===== src/rtl/bimode_pkg.sv =====
package bimode_pkg;
  typedef logic [1:0] ctr_t;

  localparam ctr_t CTR_SNT = 2'd0;
  localparam ctr_t CTR_WNT = 2'd1;
  localparam ctr_t CTR_WT  = 2'd2;
  localparam ctr_t CTR_ST  = 2'd3;

  function automatic ctr_t ctr_step(ctr_t c, logic up);
    if (up) return (c == CTR_ST) ? c : ctr_t'(c + 2'd1);
    return (c == CTR_SNT) ? c : ctr_t'(c - 2'd1);
  endfunction
endpackage


===== src/rtl/bimode_ctr_table.sv =====
module bimode_ctr_table
  import bimode_pkg::*;
#(
  parameter int unsigned IDX_W   = 6,
  parameter ctr_t        RST_VAL = CTR_WT
) (
  input  logic             clk_i,
  input  logic             rst_ni,
  input  logic [IDX_W-1:0] ra_idx_i,
  output ctr_t             ra_o,
  input  logic [IDX_W-1:0] rb_idx_i,
  output ctr_t             rb_o,
  input  logic             we_i,
  input  logic [IDX_W-1:0] widx_i,
  input  logic             wup_i
);
  localparam int unsigned DEPTH = 1 << IDX_W;

  ctr_t [DEPTH-1:0] mem;

  always_ff @(posedge clk_i or negedge rst_ni) begin
    if (!rst_ni) mem <= {DEPTH{RST_VAL}};
    else if (we_i) mem[widx_i] <= ctr_step(mem[widx_i], wup_i);
  end

  assign ra_o = mem[ra_idx_i];
  assign rb_o = mem[rb_idx_i];

  AST_IDLE_HOLD: assert property (@(posedge clk_i) disable iff (!rst_ni)
    !we_i |=> $stable(mem));
  AST_SAT_HIGH: assert property (@(posedge clk_i) disable iff (!rst_ni)
    (we_i && wup_i && mem[widx_i] == CTR_ST) |=> mem[$past(widx_i)] == CTR_ST);
  AST_SAT_LOW: assert property (@(posedge clk_i) disable iff (!rst_ni)
    (we_i && !wup_i && mem[widx_i] == CTR_SNT) |=> mem[$past(widx_i)] == CTR_SNT);
endmodule


===== src/rtl/bimode_ghr.sv =====
module bimode_ghr #(
  parameter int unsigned HIST_W = 6
) (
  input  logic              clk_i,
  input  logic              rst_ni,
  input  logic              shift_en_i,
  input  logic              shift_bit_i,
  input  logic              fix_en_i,
  input  logic [HIST_W-1:0] fix_hist_i,
  input  logic              fix_bit_i,
  output logic [HIST_W-1:0] hist_o
);
  logic [HIST_W-1:0] hist_q;

  always_ff @(posedge clk_i or negedge rst_ni) begin
    if (!rst_ni)         hist_q <= '0;
    else if (fix_en_i)   hist_q <= {fix_hist_i[HIST_W-2:0], fix_bit_i};
    else if (shift_en_i) hist_q <= {hist_q[HIST_W-2:0], shift_bit_i};
  end

  assign hist_o = hist_q;

  AST_SHIFT_IN: assert property (@(posedge clk_i) disable iff (!rst_ni)
    (shift_en_i && !fix_en_i) |=>
      (hist_q[HIST_W-1:1] == $past(hist_q[HIST_W-2:0])) && (hist_q[0] == $past(shift_bit_i)));
  AST_REPAIR: assert property (@(posedge clk_i) disable iff (!rst_ni)
    fix_en_i |=> hist_q == {$past(fix_hist_i[HIST_W-2:0]), $past(fix_bit_i)});
  AST_HIST_HOLD: assert property (@(posedge clk_i) disable iff (!rst_ni)
    (!shift_en_i && !fix_en_i) |=> $stable(hist_q));
endmodule


===== src/rtl/bimode_predictor.sv =====
module bimode_predictor
  import bimode_pkg::*;
#(
  parameter int unsigned PC_W   = 32,
  parameter int unsigned PC_LSB = 2,
  parameter int unsigned HIST_W = 6,
  parameter int unsigned CH_W   = 6
) (
  input  logic              clk_i,
  input  logic              rst_ni,
  input  logic              pred_valid_i,
  input  logic [PC_W-1:0]   pred_pc_i,
  output logic              pred_taken_o,
  output logic [HIST_W-1:0] pred_hist_o,
  input  logic              upd_valid_i,
  input  logic [PC_W-1:0]   upd_pc_i,
  input  logic              upd_taken_i,
  input  logic [HIST_W-1:0] upd_hist_i
);
  localparam int unsigned IDX_SPAN = (HIST_W > CH_W) ? HIST_W : CH_W;

  if (PC_LSB + IDX_SPAN > PC_W) begin : g_bad_cfg
    initial $error("index bits exceed PC width");
  end

  logic [HIST_W-1:0] ghr;
  logic [HIST_W-1:0] p_didx, u_didx;
  logic [CH_W-1:0]   p_cidx, u_cidx;
  ctr_t p_t, u_t, p_nt, u_nt, p_ch, u_ch;
  logic u_use_t, u_sel_pred, u_mispred;
  logic t_we, nt_we, ch_we;

  // gshare hashing on the pattern tables, plain address on the chooser
  assign p_didx = pred_pc_i[PC_LSB +: HIST_W] ^ ghr;
  assign u_didx = upd_pc_i[PC_LSB +: HIST_W] ^ upd_hist_i;
  assign p_cidx = pred_pc_i[PC_LSB +: CH_W];
  assign u_cidx = upd_pc_i[PC_LSB +: CH_W];

  bimode_ctr_table #(.IDX_W(HIST_W), .RST_VAL(CTR_WT)) u_taken_tbl (
    .clk_i, .rst_ni,
    .ra_idx_i(p_didx), .ra_o(p_t),
    .rb_idx_i(u_didx), .rb_o(u_t),
    .we_i(t_we), .widx_i(u_didx), .wup_i(upd_taken_i)
  );

  bimode_ctr_table #(.IDX_W(HIST_W), .RST_VAL(CTR_WNT)) u_ntaken_tbl (
    .clk_i, .rst_ni,
    .ra_idx_i(p_didx), .ra_o(p_nt),
    .rb_idx_i(u_didx), .rb_o(u_nt),
    .we_i(nt_we), .widx_i(u_didx), .wup_i(upd_taken_i)
  );

  bimode_ctr_table #(.IDX_W(CH_W), .RST_VAL(CTR_WT)) u_choice_tbl (
    .clk_i, .rst_ni,
    .ra_idx_i(p_cidx), .ra_o(p_ch),
    .rb_idx_i(u_cidx), .rb_o(u_ch),
    .we_i(ch_we), .widx_i(u_cidx), .wup_i(upd_taken_i)
  );

  assign pred_taken_o = p_ch[1] ? p_t[1] : p_nt[1];
  assign pred_hist_o  = ghr;

  assign u_use_t    = u_ch[1];
  assign u_sel_pred = u_use_t ? u_t[1] : u_nt[1];
  assign u_mispred  = upd_valid_i && (u_sel_pred != upd_taken_i);

  assign t_we  = upd_valid_i && u_use_t;
  assign nt_we = upd_valid_i && !u_use_t;
  // chooser holds when it was wrong but its pick still got the branch right
  assign ch_we = upd_valid_i && !((u_use_t != upd_taken_i) && (u_sel_pred == upd_taken_i));

  bimode_ghr #(.HIST_W(HIST_W)) u_ghr (
    .clk_i, .rst_ni,
    .shift_en_i(pred_valid_i), .shift_bit_i(pred_taken_o),
    .fix_en_i(u_mispred), .fix_hist_i(upd_hist_i), .fix_bit_i(upd_taken_i),
    .hist_o(ghr)
  );

  AST_UNPICKED_NT_HOLD: assert property (@(posedge clk_i) disable iff (!rst_ni)
    (upd_valid_i && u_use_t) |=> u_ntaken_tbl.mem[$past(u_didx)] == $past(u_nt));
  AST_UNPICKED_T_HOLD: assert property (@(posedge clk_i) disable iff (!rst_ni)
    (upd_valid_i && !u_use_t) |=> u_taken_tbl.mem[$past(u_didx)] == $past(u_t));
  AST_CHOICE_KEEP: assert property (@(posedge clk_i) disable iff (!rst_ni)
    (upd_valid_i && (u_use_t != upd_taken_i) && (u_sel_pred == upd_taken_i))
      |=> u_choice_tbl.mem[$past(u_cidx)] == $past(u_ch));
  AST_PRED_KNOWN: assert property (@(posedge clk_i) disable iff (!rst_ni)
    !$isunknown(pred_taken_o));
endmodule


===== config.mk =====
export PLATFORM = sky130hd
export DESIGN_NAME = bimode_predictor
export DESIGN_NICKNAME = d
export VERILOG_FILES = /design/src/rtl/bimode_pkg.sv /design/src/rtl/bimode_ctr_table.sv /design/src/rtl/bimode_ghr.sv /design/src/rtl/bimode_predictor.sv
export SDC_FILE = /design/constraint.sdc
export NUM_CORES = 1
export LEC_CHECK = 0
export ABC_AREA = 1
export ABC_CLOCK_PERIOD_IN_PS = 4700
export BUFFER_PORTS_ARGS = -buffer_cell sky130_fd_sc_hd__buf_2
export CELL_PAD_IN_SITES_DETAIL_PLACEMENT = 2
export CELL_PAD_IN_SITES_GLOBAL_PLACEMENT = 2
export CORE_MARGIN = 5
export CORE_UTILIZATION = 39
export CTS_CLUSTER_DIAMETER = 60
export DETAILED_ROUTE_END_ITERATION = 10
export GPL_TIMING_DRIVEN = 0
export PLACE_DENSITY_LB_ADDON = 0.1
export SETUP_SLACK_MARGIN = 0.1
export SYNTH_ARGS = -nofsm -noshare
export SYNTH_HDL_FRONTEND = slang
export SYNTH_SLANG_ARGS = --single-unit

===== constraint.sdc =====
create_clock -name clk_i -period 4.7 [get_ports clk_i]
set_input_delay 0.47 -clock clk_i [delete_from_list [all_inputs] [get_ports clk_i]]
set_output_delay 0.47 -clock clk_i [all_outputs]
set_load 0.03 [all_outputs]

# Word level (Yosys, flattened, before mapping)
# Index checks and enable logic that the tools add are counted.
totals:
  wordCells: 268
  register_bits: 390
  inputBits: 75
  out_inout_bits: 7
op_classes:
  n_lt_le_gt_ge: 6
  addsub: 6
  n_mux: 42
  eq_ne: 6
  n_reduce_logical: 13
  bitwise_logic: 2
ops:
  columns: ["op", "count"]
  rows:
  - ["128-bit bitwise mux", 3]
  - ["2-bit binary-select mux with 6-bit select", 6]
  - ["2-bit two-way mux", 23]
  - ["6-bit by 7-bit < comparator with 1-bit output, second input constant", 4]
  - ["2-bit demux with 6-bit select", 2]
  - ["6-bit by 1-bit greater-or-equal comparator with 1-bit output, second input constant", 2]
  - ["6-bit two-way mux", 2]
  - ["6-bit bitwise XOR", 2]
  - ["1-bit logical AND", 7]
  - ["2-bit by 1-bit adder with 2-bit output, second input constant", 3]
  - ["2-bit equality test, second input constant", 3]
  - ["2-bit zero test", 3]
  - ["1-bit two-way mux", 6]
  - ["2-bit by 1-bit subtractor with 2-bit output, second input constant", 3]
  - ["1-bit zero test", 2]
  - ["1-bit inequality test", 2]
  - ["2-bit nonzero test", 1]
  - ["1-bit equality test", 1]

# Logic depth before layout (Yosys ltp)
# Gate-level depths: netlist (run 1).
depth:
  ltp_word: 12
  ltp_mapped: 22
  ltp_nobuf: 20

# Modules after synthesis
# A second synthesis (run 1) with hierarchy kept.
hier_totals:
  cells_unflattened: 4745
  hier_area_um2: 28931.5
by_module_without_submodules:
  columns: ["module", "instances", "cells_each", "seq_area_each_um2", "area_each_um2"]
  rows:
  - ["bimode_ctr_table", 3, 1561, 3283.1, 9491.6]
  - ["bimode_ghr", 1, 33, 150.1, 270.3]
  - ["bimode_predictor", 1, 29, 0.0, 186.4]

# Worst setup path after synthesis (run 1)
# OpenSTA, ideal clock, no wires.
synth_timing:
  kind: "input to output"
  from: "in pred_pc_i[2]"
  to: "out pred_taken_o"
  cell_stages: 12
  t_required_ns: 4.230
  slack_ns: 1.955
  n_path_buf: 3
  arrival_ns: 2.275
  path_cell_list: "clkbuf_1 nand2_1 nand2_1 clkbuf_1 clkbuf_1 o211ai_1 nand3_1 nand3_1 nand3_1 nand3_1 nand3b_1 and2_1"
synth_via:
  elab_chain_cells: 4
  word_cells_on_any_way: 8
  cone_classes: "mux (7); bitwise (1)"
synth_lines:
  columns: ["item", "line_no", "text"]
  rows:
  - ["from (decl)", "bimode_predictor.sv:12", "input logic [PC_W-1:0] pred_pc_i,"]
  - ["6-bit bitwise XOR", "bimode_predictor.sv:34", "assign p_didx = pred_pc_i[PC_LSB +: HIST_W] ^ ghr;"]
  - ["2-bit binary-select mux with 6-bit select", "bimode_ctr_table.sv:26", "assign ra_o = mem[ra_idx_i];"]
  - ["2-bit two-way mux (implied by the code)", "bimode_ctr_table.sv:26", null]
  - ["1-bit two-way mux *", "bimode_predictor.sv:60", "assign pred_taken_o = p_ch[1] ? p_t[1] : p_nt[1];"]
  - ["to (decl)", "bimode_predictor.sv:13", "output logic pred_taken_o,"]
# Every way passes the cells marked *; elsewhere a longest branch is shown, timed or not. The select of a mux whose other input is x is not followed.

# Worst setup path in the final report (run 1)
layout_timing:
  from: "in upd_pc_i[2]"
  to: "reg u_taken_tbl.mem[23] (netlist bit)"
layout_via:
  elab_chain_cells: 9
  word_cells_on_any_way: 21
  cone_classes: "add/sub (2); order compare (2); eq/ne (1); mux (12); bitwise (1); reduce/logical (3)"
layout_lines:
  columns: ["item", "line_no", "text"]
  rows:
  - ["from (decl)", "bimode_predictor.sv:16", "input logic [PC_W-1:0] upd_pc_i,"]
  - ["6-bit bitwise XOR", "bimode_predictor.sv:35", "assign u_didx = upd_pc_i[PC_LSB +: HIST_W] ^ upd_hist_i;"]
  - ["2-bit binary-select mux with 6-bit select", "bimode_ctr_table.sv:23", "else if (we_i) mem[widx_i] <= ctr_step(mem[widx_i], wup_i);"]
  - ["2-bit two-way mux (implied by the code)", "bimode_ctr_table.sv:23", null]
  - ["2-bit by 1-bit adder with 2-bit output / 2-bit equality test (equally long branches)", "bimode_pkg.sv:10", "if (up) return (c == CTR_ST) ? c : ctr_t'(c + 2'd1);"]
  - ["2-bit two-way mux (2 in a row)", "bimode_pkg.sv:10", null]
  - ["2-bit two-way mux", "bimode_pkg.sv:11", "return (c == CTR_SNT) ? c : ctr_t'(c - 2'd1);"]
  - ["2-bit two-way mux", "bimode_ctr_table.sv:23", null]
  - ["128-bit bitwise mux", "bimode_ctr_table.sv:23", null]
  - ["to (signal assigned)", "bimode_ctr_table.sv:22", "if (!rst_ni) mem <= {DEPTH{RST_VAL}};"]
  - ["to (signal, indexed assignment)", "bimode_ctr_table.sv:23", null]
  - ["to (decl)", "bimode_ctr_table.sv:19", "ctr_t [DEPTH-1:0] mem;"]
# Parallel ways exist; a longest one is shown, timed or not. The select of a mux whose other input is x is not followed.
# A chain may end at the register's enable or synchronous reset.

==> results of run 1 <==
[power groups by stage]
stage / registers [mW] / logic (mW) / clock network [mW]
after floorplan: 4.18 / 1.85 / 0
after global placement: 4.21 / 3.17 / 0
after detailed placement: 4.25 / 3.32 / 0
after CTS: 4.21 / 3.38 / 4.07
after global routing: 4.25 / 3.69 / 4.19
final: 4.22 / 3.55 / 4.04
[state kept, by name, indices dropped and copies added, names as in the netlist]
name / flops
u_choice_tbl.mem: 128
u_ntaken_tbl.mem: 128
u_taken_tbl.mem: 128
u_ghr.hist_o: 6
[through the flow]
step / area (sq um) / TNS (ps) / setup slack [ps]
3_3_place_gp: 24200 / -1495330 / -4920
3_5_place_dp: 24400 / -135070 / -685
2_1_floorplan: 23100 / 0 / 1950
5_1_grt: 26100 / 0 / 113
4_1_cts: 26100 / 0 / 186
6_report: 26100 / 0 / 45.7
[final timing paths]
kind / startpoint / end / slack [ps] / cells past startpoint
max: upd_pc_i[2] / u_taken_tbl.mem[23] / 50 / 18
min: upd_hist_i[4] / u_ghr.hist_o[5] / 230 / 5
max reg2reg: u_choice_tbl.mem[105] / u_taken_tbl.mem[74] / 990 / 15
min reg2reg: u_ntaken_tbl.mem[58] / u_ntaken_tbl.mem[58] / 460 / 2
max in group asynchronous: rst_ni / u_ntaken_tbl.mem[121] / 3030 / 4
min in group asynchronous: rst_ni / u_choice_tbl.mem[112] / 370 / 2
[layout make-up]
type                       instances  area, sq um  area share (%)
timing repair buffer              33          315            1.21
multi-input combinational       2363        10900            41.7
inverter                         361         1360            5.19
clock buffer                      73         1500            5.75
buffer                           193          887            3.40
clock inverter                    23          186           0.714
tap                              773          967            3.71
sequential                       390        10000            38.3
[logic make-up (layout without fill, tap and decap cells)]
| logic type | Yosys count | after routing | synth area share [%] |
|---|---|---|---|
| simple gates | 1933 | 1933 | 36.2 |
| buf+inv | 554 | 683 | 9.67 |
| compound gates | 418 | 418 | 10.3 |
| flops | 390 | 390 | 43.3 |
| xor+xnor | 12 | 12 | 0.520 |
[worst reg2reg max path, cell delays in order, from the launching register on]
cell and delay, ps:
dfstp_2 530, inv_1 110, o21ai_0 210, nand2_1 80, nand2_1 60, nand2_1 50
nand2_1 130, nand2_1 70, nand2_1 90, nor2_1 50, nand2_1 200, nand2_1 540
clkbuf_1 560, nor3_1 670, nand3_1 150, o21ai_0 110
[metal layers]
| metal | track usage [%] | up-vias |
|---|---|---|
| li1 | - | 10900 |
| met1 | 52.2 | 13500 |
| met2 | 56.9 | 1371 |
| met3 | 7.88 | 419 |
| met4 | 17.0 | 8 |
| met5 | 1.13 | - |
[placed cells by master (no fill, tap or decap), drive strengths merged, types with 16 or more instances in the layout]
cell type     n
nand2      1161
inv         367
nand3       351
o21ai       246
dfrtp       198
dfstp       192
buf         150
clkbuf      147
nor3        146
nor2        119
nand4        96
o211ai       75
a21oi        55
or2          49
a22oi        23
o22ai        17
clkinv       16
[timing repair]
item                                   CTS  global route
endpoints found under the hold margin   29             0
setup endpoints to repair              174             1
hold buffers                             1             0
resized for setup                        3             4
==> flow_summary_export.csv, run 1 <==
group,metric,value,unit
drt,drt_iter0_drc,2774,
status,outcome,"finished, violations left",
floorplan,io_pins,82,
drt,viasPerCell,6.23,
power_and_ir_drop,powerDensity,452,nW/um^2
timing,final-max-slew-violation-count,11,
floorplan,die_y,253,um
min_path,min_path_type,"in -> reg",
drt,routed_wl,124,mm
clocking,cts_root_buffer,"clkbuf_16",
run,drv_cap,1,
logic_synthesis,yosysMostFrequentCell,"nand2_1",
logic_synthesis,syn-instance-count,3307,
clocking,htree_levels,2,
floorplan,fp.dieW,253,um
drt,wl_met2,53.0,mm
power_and_ir_drop,irDropWorstVdd,0.286,mV
logic_synthesis,syn_area,23100,sq um
logic_synthesis,yosys.area.top_type,"dfstp_2",
drt,route.detailed.drc,0,
floorplan,rows,89,
power_and_ir_drop,pwr-share-seq,35.7,%
placed_design,gp_congestion,0.976,
clocking,tritoncts,"yes",
placed_design,dp.cells,4111,
critical_path,path_buf_inv,5,
timing,worst_clock_skew,41.2,ps
logic_synthesis,ys_seq_elements,390,
logic_synthesis,yosysWarnings,0,
floorplan,dieArea,64100,sq um
critical_path,crit_type,"in -> reg",
power_and_ir_drop,p_leak,11.9,nW
timing,worst-slew-pin-transition,1510,ps
global_route,grt_antenna_before_repair,4,
critical_path,crit_chain,"buf_2 > inv_2 > nand2_2 > nand2_2 > buf_2 > nand3_2 > inv_1 > a22oi_1 > nand4_1 > nand2_1 > nand2_1 > nor2_2 > nand2_1 > nand2_1 > nand2_2 > buf_2 > nand2_1 > nand2_1",
power_and_ir_drop,combPwrFrac,30.1,%
drt,topRoutingLayerUsed,"met5",
logic_synthesis,yosys-top-cells-count,"nand2_1 (1152), inv_1 (352), nand3_1 (342), o21ai_0 (212), dfrtp_1 (198)",
clocking,cts_setup_buffers,0,
clocking,numCtsBuffers,51,
power_and_ir_drop,share_clk_of_total_power,34.2,%
global_route,grtUsageTotal,37.7,%
critical_path,cp_top_family,"simple AND/OR/NAND/NOR gates",
floorplan,design.core.area,58800,sq um
logic_synthesis,synth_cell_type_count,35,
status,violations,"max-capacitance violations, max-slew violations",
critical_path,path_max_fanout,10,
timing,finalHoldViolCount,0,
layout,area_growth_syn_to_layout,13.1,%
power_and_ir_drop,p_sw,4.73,mW
global_route,grt_max_degree,96,
layout,diodes,0,
layout,stdcell_count,4209,
timing,hold_ws,226,ps
power_and_ir_drop,p_int,7.07,mW
logic_synthesis,async_reset_ff_share,100,%
critical_path,cp.required,5270,ps
critical_path,crit_arrival,5230,ps
clocking,path_clk_slew,70,ps
drt,antenna_left,0,
clocking,clock-sinks,390,
clocking,insertion_delay,650,ps
drt,drt_first_pass_iters,6,
global_route,grt_pass1_wl,183,mm
drt,avgRoutedWirePerCell,29.4,um
logic_synthesis,ys_seq_area_share,43.3,%
timing,finalCritPeriodShare,99.0,%
timing,rsz0062_at_grt,"false",
timing,fmax,215,MHz
layout,final_util,44.4,%
global_route,grt_overflow_total,0,
power_and_ir_drop,total_power,11.8,mW
logic_synthesis,synth.avg_cell_area,6.98,sq um
critical_path,path_common_cell,"nand2_1",
layout,drive_above_1_share,14.5,%
critical_path,cp-end-kind,"flop",
drt,drt-met1-wl,51.9,mm
logic_synthesis,synth_top_area_share,21.9,%
timing,setup_viol,0,
drt,met3RoutedLength,11.7,mm
critical_path,cp-start-kind,"input port",
logic_synthesis,synth.area.top_cells,"dfstp_2 (22%), dfrtp_1 (21%), nand2_1 (19%)",
placed_design,dp_hpwl,85.3,mm
logic_synthesis,synth-edff-count,0,
timing,layout_min_cycle_time,4650,ps
power_and_ir_drop,switching_share,40.1,%
logic_synthesis,syn_nets,3382,
critical_path,slowest_delay,880,ps
floorplan,initial_core_util,39.3,%
global_route,grt_pass1_vias,28000,
placed_design,io_buffers,24,
logic_synthesis,synth_flop_cell,"dfrtp_1",
clocking,clk_path_buf_depth,3,
critical_path,cp_slowest_cell,"inv_1",
layout,num-nets-final,3468,
drt,vias,26200,
timing,max_slew_margin,-0.524,%
layout,fill_cells,6984,
Note: power is estimated with default switching activity, not from simulation.
==> inputs of run 2 (changes only) <==
--- a/config.mk
+++ b/config.mk
@@ -10,7 +10,7 @@
 export BUFFER_PORTS_ARGS = -buffer_cell sky130_fd_sc_hd__buf_2
 export CELL_PAD_IN_SITES_DETAIL_PLACEMENT = 2
 export CELL_PAD_IN_SITES_GLOBAL_PLACEMENT = 2
-export CORE_MARGIN = 5
+export CORE_MARGIN = 2
 export CORE_UTILIZATION = 39
 export CTS_CLUSTER_DIAMETER = 60
 export DETAILED_ROUTE_END_ITERATION = 10
==> run 2 against run 1 <==
Compared with the run above:
- the run still ends with max-capacitance violations, max-slew violations left
- worst hold slack lost 3.6 ps
- via count shrank 2.2%
- cell area shrank 0.11%
- worst setup slack gained 39 ps
- core utilization shrank 0.051 points
- die area shrank 4.7%
- non-clock buffer count shrank 1
==> flow_summary_export.csv, run 2 (same netlist as run 1, synthesis figures left out) <==
group,metric,value,unit
status,outcome,"finished, violations left",
layout,layout_commonest_cell,"nand2_1",
floorplan,die_y,247,um
placed_design,io_buffers,24,
power_and_ir_drop,powerDensity,453,nW/um^2
layout,top_regs,"u_choice_tbl.mem (128), u_ntaken_tbl.mem (128), u_taken_tbl.mem (128)",
status,violations,"max-capacitance violations, max-slew violations",
drt,avgRoutedWirePerCell,28.8,um
drt,drt_iter0_drc,2238,
timing,final-max-slew-violation-count,5,
drt,antenna_left,0,
min_path,hold_depth,5,
critical_path,crit_chain,"clkbuf_1 > xnor2_2 > buf_6 > inv_1 > clkbuf_1 > nand3_1 > nand3_1 > nand3_1 > nand3_1 > nand3b_1 > and2_1 > buf_2",
timing,max_slew_margin,-1.60,%
critical_path,cp.required,4230,ps
run,drv_cap,1,
timing,fmax,217,MHz
drt,viasPerCell,6.10,
global_route,grt_antenna_before_repair,4,
clocking,path_clk_slew,60,ps
global_route,grt_max_degree,117,
placed_design,preCtsSetupSlack,-798,ps
layout,fill_cells,6923,
layout,area_growth_syn_to_layout,13.0,%
placed_design,gp_congestion,0.963,
floorplan,fp.dieW,247,um
critical_path,crit_type,"in -> out",
timing,finalHoldViolCount,0,
critical_path,cp-end-kind,"primary output",
timing,finalCritPeriodShare,98.2,%
critical_path,r2r_start,"u_choice_tbl.mem[45]",
placed_design,dp_hpwl,85.8,mm
drt,route.detailed.drc,0,
critical_path,crit_arrival,4140,ps
critical_path,cp_slowest_cell,"clkbuf_1",
floorplan,initial_core_util,39.3,%
power_and_ir_drop,irDropWorstVdd,0.297,mV
placed_design,dpl-instance-area,24400,sq um
timing,finalWorstSetupSlack,85.2,ps
power_and_ir_drop,p_leak,11.9,nW
clocking,htree_levels,2,
drt,vias,25600,
layout,drive_above_1_share,14.5,%
clocking,cts_setup_buffers,0,
timing,setup_viol,0,
min_path,hp-start,"upd_hist_i[4]",
clocking,tritoncts,"yes",
floorplan,rows,89,
placed_design,dp.cells,4111,
min_path,holdPathEnd,"u_ghr.hist_o[5]",
critical_path,cp-start-kind,"input port",
layout,num-nets-final,3466,
layout,stdcell_count,4206,
clocking,clk_path_buf_depth,3,
floorplan,dieArea,61100,sq um
clocking,clock-sinks,390,
critical_path,r2r_setup_slack,1020,ps
critical_path,rr_endpoint,"u_taken_tbl.mem[120]",
drt,routed_wl,121,mm
layout,final_cell_mix,"nand2_1 (1152), inv_1 (352), nand3_1 (342)",
timing,worst_clock_skew,25.2,ps
timing,worst-slew-pin-transition,1510,ps
min_path,min_path_type,"in -> reg",
clocking,insertion_delay,620,ps
floorplan,io_pins,82,
global_route,grtUsageTotal,39.7,%
global_route,grt_pass1_vias,27200,
clocking,numCtsBuffers,50,
timing,rsz0062_at_grt,"false",
floorplan,design.core.area,58800,sq um
critical_path,worst_r2r_path_depth,15,
critical_path,slowest_delay,800,ps
critical_path,path_max_fanout,10,
timing,hold_ws,223,ps
global_route,grt_overflow_total,0,
clocking,cts_root_buffer,"clkbuf_16",
global_route,grt_pass1_wl,179,mm
drt,drt_first_pass_iters,5,
layout,final_area,26100,sq um
critical_path,path_common_cell,"nand3_1",
timing,layout_min_cycle_time,4610,ps
## run 2: cell types whose count changed in the layout (fill, tap and decap cells not counted), sizes merged
| cell | delta |
|---|---|
| clkbuf | +2 |
| clkdlybuf4s15 | -1 |
| buf | -2 |
| diode | +3 |
| clkinvlp | +1 |
| inv | -5 |
| bufinv | +2 |
| clkinv | -3 |
## run 2: through the flow
stage	power [mW]	TNS (ps)	utilization (%)
after global placement	7.42	-1495470	41.1
final	11.8	0	44.3
after CTS	11.7	0	44.3
after detailed placement	7.62	-159520	41.4
after global routing	12.2	0	44.3
after floorplan	6.03	0	-
## run 2: worst max-delay path, delay by kind of cell
family                 cells  cell delay [ps]
buffers and inverters      5             2290
AND/OR/NAND/NOR            6             1170
XOR/XNOR                   1              180
## run 2: timing repair
action                                  CTS  global route
hold buffers                              1             0
endpoints found under the setup margin  165             1
hold endpoints to repair                 56             0
pin swaps                                 0             0
resized for setup                         2            21
cloned                                    0             0
## run 2: per-layer routing
| layer | wire length [um] | vias up | GRT usage, % |
|---|---|---|---|
| met4 | 5900 | 10 | 18.4 |
| met3 | 11000 | 348 | 8.61 |
| met2 | 53600 | 1129 | 61.3 |
| met1 | 50700 | 13300 | 53.1 |
| li1 | - | 10900 | - |
| met5 | 66 | - | 0 |
## run 2: report_power, final
group,switching (mW),total (mW),internal [mW]
clock,1.68,4.02,2.34
combinational,2.74,3.58,0.844
sequential,0.276,4.21,3.94
## run 2: worst max-delay path by stage
stage | startpoint | endpoint | depth (start not counted)
floorplan | pred_pc_i[2] | pred_taken_o | 12
global placement | rst_ni | u_ghr.hist_o[3] | 1
detailed placement | upd_hist_i[0] | u_ntaken_tbl.mem[87] | 17
CTS | u_ghr.hist_o[1] | pred_taken_o | 10
global route | pred_pc_i[2] | pred_taken_o | 14
finish | pred_pc_i[4] | pred_taken_o | 12
## run 2: area by class of cell
type / count / area [sq um] / share of cell area, %
multi-input combinational: 2363 / 10900 / 41.8
buffer: 193 / 888 / 3.41
timing repair buffer: 32 / 300 / 1.15
sequential: 390 / 10000 / 38.4
clock inverter: 18 / 186 / 0.715
clock buffer: 73 / 1480 / 5.67
antenna: 3 / 7.51 / 0.0288
tap: 773 / 967 / 3.71
inverter: 361 / 1360 / 5.20
